File: config.mk
export PLATFORM = sky130hd
export DESIGN_NAME = dual_span_pwm
export DESIGN_NICKNAME = d
export VERILOG_FILES = /design/src/rtl/dual_span_pwm_pkg.sv /design/src/rtl/dual_span_pwm_regs.sv /design/src/rtl/dual_span_pwm_prescale.sv /design/src/rtl/dual_span_pwm_seq.sv /design/src/rtl/dual_span_pwm.sv
export SDC_FILE = /design/constraint.sdc
export NUM_CORES = 1
export LEC_CHECK = 0
export ABC_CLOCK_PERIOD_IN_PS = 8300
export BUFFER_PORTS_ARGS = -buffer_cell sky130_fd_sc_hd__buf_2
export CORE_ASPECT_RATIO = 0.7
export CORE_MARGIN = 2
export CORE_UTILIZATION = 45
export CTS_CLUSTER_DIAMETER = 60
export CTS_CLUSTER_SIZE = 24
export DETAILED_ROUTE_END_ITERATION = 8
export PLACE_DENSITY = 0.64
export SYNTH_ARGS = -nofsm -noshare
export SYNTH_HDL_FRONTEND = slang
export SYNTH_SLANG_ARGS = --single-unit
export TNS_END_PERCENT = 30
File: constraint.sdc
create_clock -name clk -period 8.3 [get_ports clk]
set_clock_uncertainty 0.2 [all_clocks]
set_input_delay 1.66 -clock clk [delete_from_list [all_inputs] [get_ports clk]]
set_output_delay 1.66 -clock clk [all_outputs]
set_load 0.1 [all_outputs]
File: src/rtl/dual_span_pwm_pkg.sv
package dual_span_pwm_pkg;

  localparam int CH_N   = 2;
  localparam int SRC_N  = 4;
  localparam int SEL_W  = $clog2(SRC_N);
  localparam int DIV_W  = 7;
  localparam int CNT_W  = 16;
  localparam int WORD_W = 32;
  localparam int ADDR_W = 4;
  localparam int LANE_W = 8;   // control bits spent per channel in the divider/gate lane

  localparam logic [ADDR_W-1:0] OFF_CTRL = ADDR_W'(8);
  localparam logic [WORD_W-1:0] CTRL_MASK = 32'h00FF_FFF3;

  typedef enum logic [1:0] {
    PH_IDLE,
    PH_HIGH,
    PH_LOW,
    PH_HOLD
  } phase_e;

  typedef struct packed {
    logic             run;
    logic             gate;
    logic [SEL_W-1:0] sel;
    logic [DIV_W-1:0] div;
  } chan_cfg_t;

  // byte offset of a channel's duration word
  function automatic logic [ADDR_W-1:0] dur_offset(input int ch);
    return ADDR_W'(4 * ch);
  endfunction

  // pull one channel's fields out of the shared control word
  function automatic chan_cfg_t chan_cfg(input logic [WORD_W-1:0] w, input int ch);
    chan_cfg_t c;
    c.run  = w[ch];
    c.sel  = w[4 + SEL_W*ch +: SEL_W];
    c.div  = w[8 + LANE_W*ch +: DIV_W];
    c.gate = w[8 + DIV_W + LANE_W*ch];
    return c;
  endfunction

  // first phase of a fresh cycle for a given count pair
  function automatic phase_e first_phase(input logic [CNT_W-1:0] hi,
                                         input logic [CNT_W-1:0] lo);
    if (hi != '0)      return PH_HIGH;
    else if (lo != '0) return PH_LOW;
    else               return PH_HOLD;
  endfunction

  // true on the last tick of a phase of length len (len >= 1)
  function automatic logic span_done(input logic [CNT_W-1:0] elapsed,
                                     input logic [CNT_W-1:0] len);
    return elapsed == (len - 1'b1);
  endfunction

  // prescaler wraps once the count reaches the divider value
  function automatic logic prescale_wrap(input logic [DIV_W-1:0] cnt,
                                         input logic [DIV_W-1:0] div);
    return cnt >= div;
  endfunction

endpackage

File: src/rtl/dual_span_pwm_regs.sv
module dual_span_pwm_regs
  import dual_span_pwm_pkg::*;
(
  input  logic              clk,
  input  logic              rst_n,
  input  logic              bus_we,
  input  logic [ADDR_W-1:0] bus_addr,
  input  logic [WORD_W-1:0] bus_wdata,
  output logic [WORD_W-1:0] bus_rdata,
  output logic [WORD_W-1:0] dur_o [CH_N],
  output logic [WORD_W-1:0] ctrl_o
);

  logic [WORD_W-1:0] dur_q [CH_N];
  logic [WORD_W-1:0] ctrl_q;
  logic              addr_known;

  always_comb begin
    addr_known = (bus_addr == OFF_CTRL);
    for (int c = 0; c < CH_N; c++) begin
      if (bus_addr == dur_offset(c)) addr_known = 1'b1;
    end
  end

  always_ff @(posedge clk) begin
    if (!rst_n) begin
      ctrl_q <= '0;
      for (int c = 0; c < CH_N; c++) dur_q[c] <= '0;
    end else if (bus_we) begin
      if (bus_addr == OFF_CTRL) ctrl_q <= bus_wdata & CTRL_MASK;
      for (int c = 0; c < CH_N; c++) begin
        if (bus_addr == dur_offset(c)) dur_q[c] <= bus_wdata;
      end
    end
  end

  always_comb begin
    bus_rdata = '0;
    if (bus_addr == OFF_CTRL) bus_rdata = ctrl_q;
    for (int c = 0; c < CH_N; c++) begin
      if (bus_addr == dur_offset(c)) bus_rdata = dur_q[c];
    end
  end

  assign ctrl_o = ctrl_q;
  always_comb for (int c = 0; c < CH_N; c++) dur_o[c] = dur_q[c];

  // a write to an undecoded address leaves every register untouched
  assert_stray_write_R1: assert property (@(posedge clk) disable iff (!rst_n)
    (bus_we && !addr_known) |=> ($stable(ctrl_q) && $stable(dur_q[0]) && $stable(dur_q[1])));

  // reserved control bits never appear on the read port
  assert_reserved_zero_R2: assert property (@(posedge clk) disable iff (!rst_n)
    (bus_addr == OFF_CTRL) |-> ((bus_rdata & ~CTRL_MASK) == '0));

endmodule

File: src/rtl/dual_span_pwm_prescale.sv
module dual_span_pwm_prescale
  import dual_span_pwm_pkg::*;
(
  input  logic             clk,
  input  logic             rst_n,
  input  logic             run_i,
  input  logic             gate_i,
  input  logic             strobe_i,
  input  logic [DIV_W-1:0] div_i,
  output logic             tick_o
);

  logic [DIV_W-1:0] cnt_q;
  logic             step;
  logic             wrap;

  assign step   = run_i && gate_i && strobe_i;
  assign wrap   = prescale_wrap(cnt_q, div_i);
  assign tick_o = step && wrap;

  always_ff @(posedge clk) begin
    if (!rst_n || !run_i) begin
      cnt_q <= '0;
    end else if (step) begin
      cnt_q <= wrap ? '0 : cnt_q + 1'b1;
    end
  end

  // every divided tick restarts the pulse count
  assert_wrap_restart_R3: assert property (@(posedge clk) disable iff (!rst_n)
    tick_o |=> (cnt_q == '0));

  // with the gate closed the prescaler holds its count
  assert_gate_hold_R10: assert property (@(posedge clk) disable iff (!rst_n)
    (run_i && !gate_i) |=> $stable(cnt_q));

  // a stopped channel keeps its prescaler cleared
  assert_stop_clear_R9: assert property (@(posedge clk) disable iff (!rst_n)
    !run_i |=> (cnt_q == '0));

endmodule

File: src/rtl/dual_span_pwm_seq.sv
module dual_span_pwm_seq
  import dual_span_pwm_pkg::*;
(
  input  logic             clk,
  input  logic             rst_n,
  input  logic             run_i,
  input  logic             tick_i,
  input  logic [CNT_W-1:0] hi_i,
  input  logic [CNT_W-1:0] lo_i,
  output logic             pwm_o,
  output phase_e           phase_o
);

  phase_e           phase_q, phase_d;
  logic [CNT_W-1:0] elapsed_q, elapsed_d;
  logic [CNT_W-1:0] hi_q, lo_q;
  logic             load;

  always_comb begin
    phase_d   = phase_q;
    elapsed_d = elapsed_q;
    load      = 1'b0;
    unique case (phase_q)
      PH_IDLE: load = 1'b1;
      PH_HIGH: if (tick_i) begin
        if (span_done(elapsed_q, hi_q)) begin
          elapsed_d = '0;
          if (lo_q != '0) phase_d = PH_LOW;
          else            load    = 1'b1;
        end else begin
          elapsed_d = elapsed_q + 1'b1;
        end
      end
      PH_LOW: if (tick_i) begin
        if (span_done(elapsed_q, lo_q)) load = 1'b1;
        else elapsed_d = elapsed_q + 1'b1;
      end
      PH_HOLD: if (tick_i) load = 1'b1;
      default: load = 1'b1;
    endcase
    if (load) begin
      phase_d   = first_phase(hi_i, lo_i);
      elapsed_d = '0;
    end
  end

  always_ff @(posedge clk) begin
    if (!rst_n || !run_i) begin
      phase_q   <= PH_IDLE;
      elapsed_q <= '0;
      if (!rst_n) begin
        hi_q <= '0;
        lo_q <= '0;
      end
    end else begin
      phase_q   <= phase_d;
      elapsed_q <= elapsed_d;
      if (load) begin
        hi_q <= hi_i;
        lo_q <= lo_i;
      end
    end
  end

  assign pwm_o   = (phase_q == PH_HIGH);
  assign phase_o = phase_q;

  // a cleared run bit pulls the output low one clock later
  assert_stop_low_R9: assert property (@(posedge clk) disable iff (!rst_n)
    !run_i |=> !pwm_o);

  // a high phase is only ever entered with a nonzero latched high count
  assert_high_has_len_R5: assert property (@(posedge clk) disable iff (!rst_n)
    (phase_q == PH_HIGH) |-> (hi_q != '0));

  // a low phase is only ever entered with a nonzero latched low count
  assert_low_has_len_R6: assert property (@(posedge clk) disable iff (!rst_n)
    (phase_q == PH_LOW) |-> (lo_q != '0));

  // the hold state belongs to the all-zero count pair
  assert_hold_zero_R7: assert property (@(posedge clk) disable iff (!rst_n)
    (phase_q == PH_HOLD) |-> (hi_q == '0 && lo_q == '0));

  // without a tick a running sequence does not move
  assert_no_tick_freeze_R10: assert property (@(posedge clk) disable iff (!rst_n)
    (run_i && $past(run_i) && !tick_i) |=> ($stable(phase_q) && $stable(elapsed_q)));

  // latched counts change only at a cycle boundary
  assert_counts_at_boundary_R8: assert property (@(posedge clk) disable iff (!rst_n)
    (run_i && phase_q == PH_HIGH && !span_done(elapsed_q, hi_q)) |=> ($stable(hi_q) && $stable(lo_q)));

endmodule

File: src/rtl/dual_span_pwm.sv
module dual_span_pwm
  import dual_span_pwm_pkg::*;
(
  input  logic              clk,
  input  logic              rst_n,
  input  logic              bus_we,
  input  logic [ADDR_W-1:0] bus_addr,
  input  logic [WORD_W-1:0] bus_wdata,
  output logic [WORD_W-1:0] bus_rdata,
  input  logic [SRC_N-1:0]  src_tick,
  output logic [CH_N-1:0]   pwm_out
);

  logic [WORD_W-1:0] dur_w [CH_N];
  logic [WORD_W-1:0] ctrl_w;

  dual_span_pwm_regs u_regs (
    .clk       (clk),
    .rst_n     (rst_n),
    .bus_we    (bus_we),
    .bus_addr  (bus_addr),
    .bus_wdata (bus_wdata),
    .bus_rdata (bus_rdata),
    .dur_o     (dur_w),
    .ctrl_o    (ctrl_w)
  );

  for (genvar c = 0; c < CH_N; c++) begin : g_chan
    chan_cfg_t cfg;
    logic      strobe;
    logic      div_tick;
    phase_e    phase;

    assign cfg    = chan_cfg(ctrl_w, c);
    assign strobe = src_tick[cfg.sel];

    dual_span_pwm_prescale u_prescale (
      .clk      (clk),
      .rst_n    (rst_n),
      .run_i    (cfg.run),
      .gate_i   (cfg.gate),
      .strobe_i (strobe),
      .div_i    (cfg.div),
      .tick_o   (div_tick)
    );

    dual_span_pwm_seq u_seq (
      .clk     (clk),
      .rst_n   (rst_n),
      .run_i   (cfg.run),
      .tick_i  (div_tick),
      .hi_i    (dur_w[c][WORD_W-1 -: CNT_W]),
      .lo_i    (dur_w[c][CNT_W-1:0]),
      .pwm_o   (pwm_out[c]),
      .phase_o (phase)
    );

    // an output can only rise while its own channel runs
    assert_rise_needs_run_R11: assert property (@(posedge clk) disable iff (!rst_n)
      $rose(pwm_out[c]) |-> $past(cfg.run));
  end

endmodule

==> summary.txt <==
status: completed
total power: 2.183 mW
root buffer cell: clkbuf_16
Crit path arrival time: 3.88 ns
routed via count: 9698
H-tree depth: 4
Post-synth EDFFs: 128
Crit. End Element: primary output
max_cap viols: 0
worst r2r path cells: 11
Yosys reg bits: 200
WHS Path Cells: 2
top_reg_cell synth: edfxtp_1
Synth Area in Adders: 3.175%
CP startpoint kind: input pin
syn avg cell area: 9.511 um^2
Total Neg Setup Slack: 0 ns
sequential share of the synthesized area: 44.70%
FMAX: 0.1741 GHz
pre-CTS WS: 2.622 ns
Unique masters post-synth: 72
fraction of synthesized area in multiplexers: 2.074%
power share of the sequential group: 51.9%
Peak supply drop: 0.0001583 V
# DRC: 0
Max Transition Viols Final: 0
Net Count, Synth: 1316
CTS sink cnt: 200
hold-fix buffers at CTS: 0
P_leak: 4.680 nW
Post CTS Setup Buffer Count: 0
Slew headroom: 22.31%
# rows: 49
WL/cell: 20.60 um
CTS resizes: 0
FF-to-FF End: g_chan[0].u_seq.hi_q[9]
Final WS setup: 2.557 ns
Critical Path Fanout Max: 36
final wirelength: 33320 um
initial antenna violation count: 1
final cycle utilization of the critical path: 69.20%
worst skew pair latency: 0.45 ns
hold endpoint: u_regs.ctrl_o[9]
Worst Setup SP: bus_addr[2]
Worst R2R Start: g_chan[0].u_seq.lo_q[0]
Sw Pwr: 577.3 uW
Synth Area in Compound Gates: 12.20%
CTS tree: built
number of nets still failing antenna checks after routing: 0
Final HPWL DP: 24910 um
DR vias/cell: 5.998
area grow syn2layout: 10.02%
initial drt markers: 1003
Final Setup Violations: 0
crit path time final: 5.743 ns
CP required: 6.44 ns
largest net degree at the start of global routing: 94
Top Ports: 77
vias in the first global route: 8657
largest family of logic cells by synthesized area: simple AND/OR/NAND/NOR gates
Post-synth ARST share: 0%
min-delay src: u_regs.ctrl_o[9]
number of buffers created by CTS: 17
Initial Utilization: 45.91%
die width: 197.7 um
register-to-register setup slack: 3.14 ns
Int Pwr: 1.606 mW
HP Class: reg2reg
final hold slack: 0.2955 ns
power density over the cells: 167.8 mW/mm^2
crit path kind: in2out
Switching Share: 26.45%
Post-Synth Simple-Gate Area: 26.00%
total track usage: 24.52%
Clock Power Share: 39.5%
Final nets: 1345
grt total ovfl: 0
I/O Buffers: 76
synthesized netlist cell count: 1243
die footprint: 0.02761 mm^2
RSZ-0062 raised after global routing: false
synthesized cell area: 0.01182 mm^2
first-pass GRT wire length: 51300 um
Final Util: 50.52%
TritonRoute pass-1 iters: 5
Synth Area in XOR/XNOR: 7.705%
Filler Cell Count: 2400
clk slew on worst S/H paths: 0.08 ns
slew at the pin with the worst max-slew slack: 1.155 ns
area of the core: 0.02575 mm^2
DIE HEIGHT: 139.6 um
synth warn: 0
Placer Congestion: 0.9065
Comb power frac: 8.6%
Max Buffers Root-to-Sink: 2
Final Hold Fails: 0
layout cells sized above 1: 12.53%
registers in the layout, summed over array words and instances, names as in the netlist:
signal,flops
g_chan.u_prescale.cnt_q,14
g_chan.u_seq.elapsed_q,32
g_chan.u_seq.hi_q,32
g_chan.u_seq.lo_q,32
g_chan.u_seq.phase_o,4
u_regs.ctrl_o,22
u_regs.dur_q,64
metrics by stage:
step / cell area [um^2] / cells
CTS: 13010 / 1616
global route: 13010 / 1616
floorplan: 11820 / 1243
detailed placement: 12390 / 1584
global placement: 12390 / 1584
finish: 13010 / 1617
power groups by stage:
stage | combinational, mW | sequential [mW] | clock [mW]
4_1_cts | 0.186 | 1.13 | 0.873
3_3_place_gp | 0.183 | 1.15 | 0
6_report | 0.187 | 1.13 | 0.863
5_1_grt | 0.201 | 1.14 | 0.913
2_1_floorplan | 0.138 | 1.14 | 0
3_5_place_dp | 0.185 | 1.15 | 0
synthesized netlist by cell type, types with 40 or more instances:
master | n | area share (%)
o21ai_0 | 51 | 2.2
xor2_1 | 40 | 3.0
inv_1 | 45 | 1.4
a21oi_1 | 46 | 1.9
nor2_1 | 70 | 2.2
nor3_1 | 42 | 1.8
clkbuf_1 | 67 | 2.1
nand2_1 | 120 | 3.8
edfxtp_1 | 128 | 33
xnor2_1 | 64 | 4.7
dfxtp_1 | 72 | 12
and3_1 | 74 | 3.9
worst max-delay path, stage by stage:
cell	delay, ns
buf_2	0.59
nand2_1	0.85
nor2_1	0.28
a21oi_1	0.12
buf_2	0.32
final cells by class:
| type | instances | area (um^2) | share of cell area, % |
|---|---|---|---|
| clock inverter | 14 | 181.4 | 1.395 |
| inverter | 45 | 168.9 | 1.299 |
| antenna | 1 | 2.502 | 0.01924 |
| multi-input combinational | 922 | 6071 | 46.67 |
| sequential | 200 | 5285 | 40.63 |
| tap | 331 | 414.1 | 3.184 |
| timing repair buffer | 86 | 455.4 | 3.501 |
| clock buffer | 18 | 429.2 | 3.299 |
worst max path at each step:
stage	end	slack [ns]	cells past startpoint
6_report	bus_rdata[18]	2.56	5
4_1_cts	bus_rdata[18]	2.62	5
3_3_place_gp	bus_rdata[23]	2.66	5
2_1_floorplan	bus_rdata[10]	2.19	5
5_1_grt	bus_rdata[17]	2.40	5
3_5_place_dp	bus_rdata[23]	2.62	5
cell families after synthesis:
family / Yosys count
AND/OR/NAND/NOR: 548
flip-flops: 200
adder cells (fa/ha/maj): 30
AO/OA/AOI/OAI: 216
XOR/XNOR: 104
buffers and inverters: 121
multiplexers: 24
cell usage in the layout (no fill, tap or decap), drive strengths merged, types with 22 or more instances in the layout:
master	n
nor4	32
xor2	40
a21boi	24
nor3	54
edfxtp	128
nand3	35
xnor2	64
ha	30
inv	52
or3	22
nand2	120
dfxtp	72
a21oi	46
buf	86
o21ai	52
and2	38
and3	74
a211oi	24
nor2	71
per-layer routing:
metal | routed length (um) | global-route usage [%]
met2 | 13210 | 32.38
met1 | 16380 | 39.19
met3 | 3288 | 6.108
met4 | 439 | 5.975
met5 | 0 | 0
No activity file was read; power rests on OpenSTA's default activity.
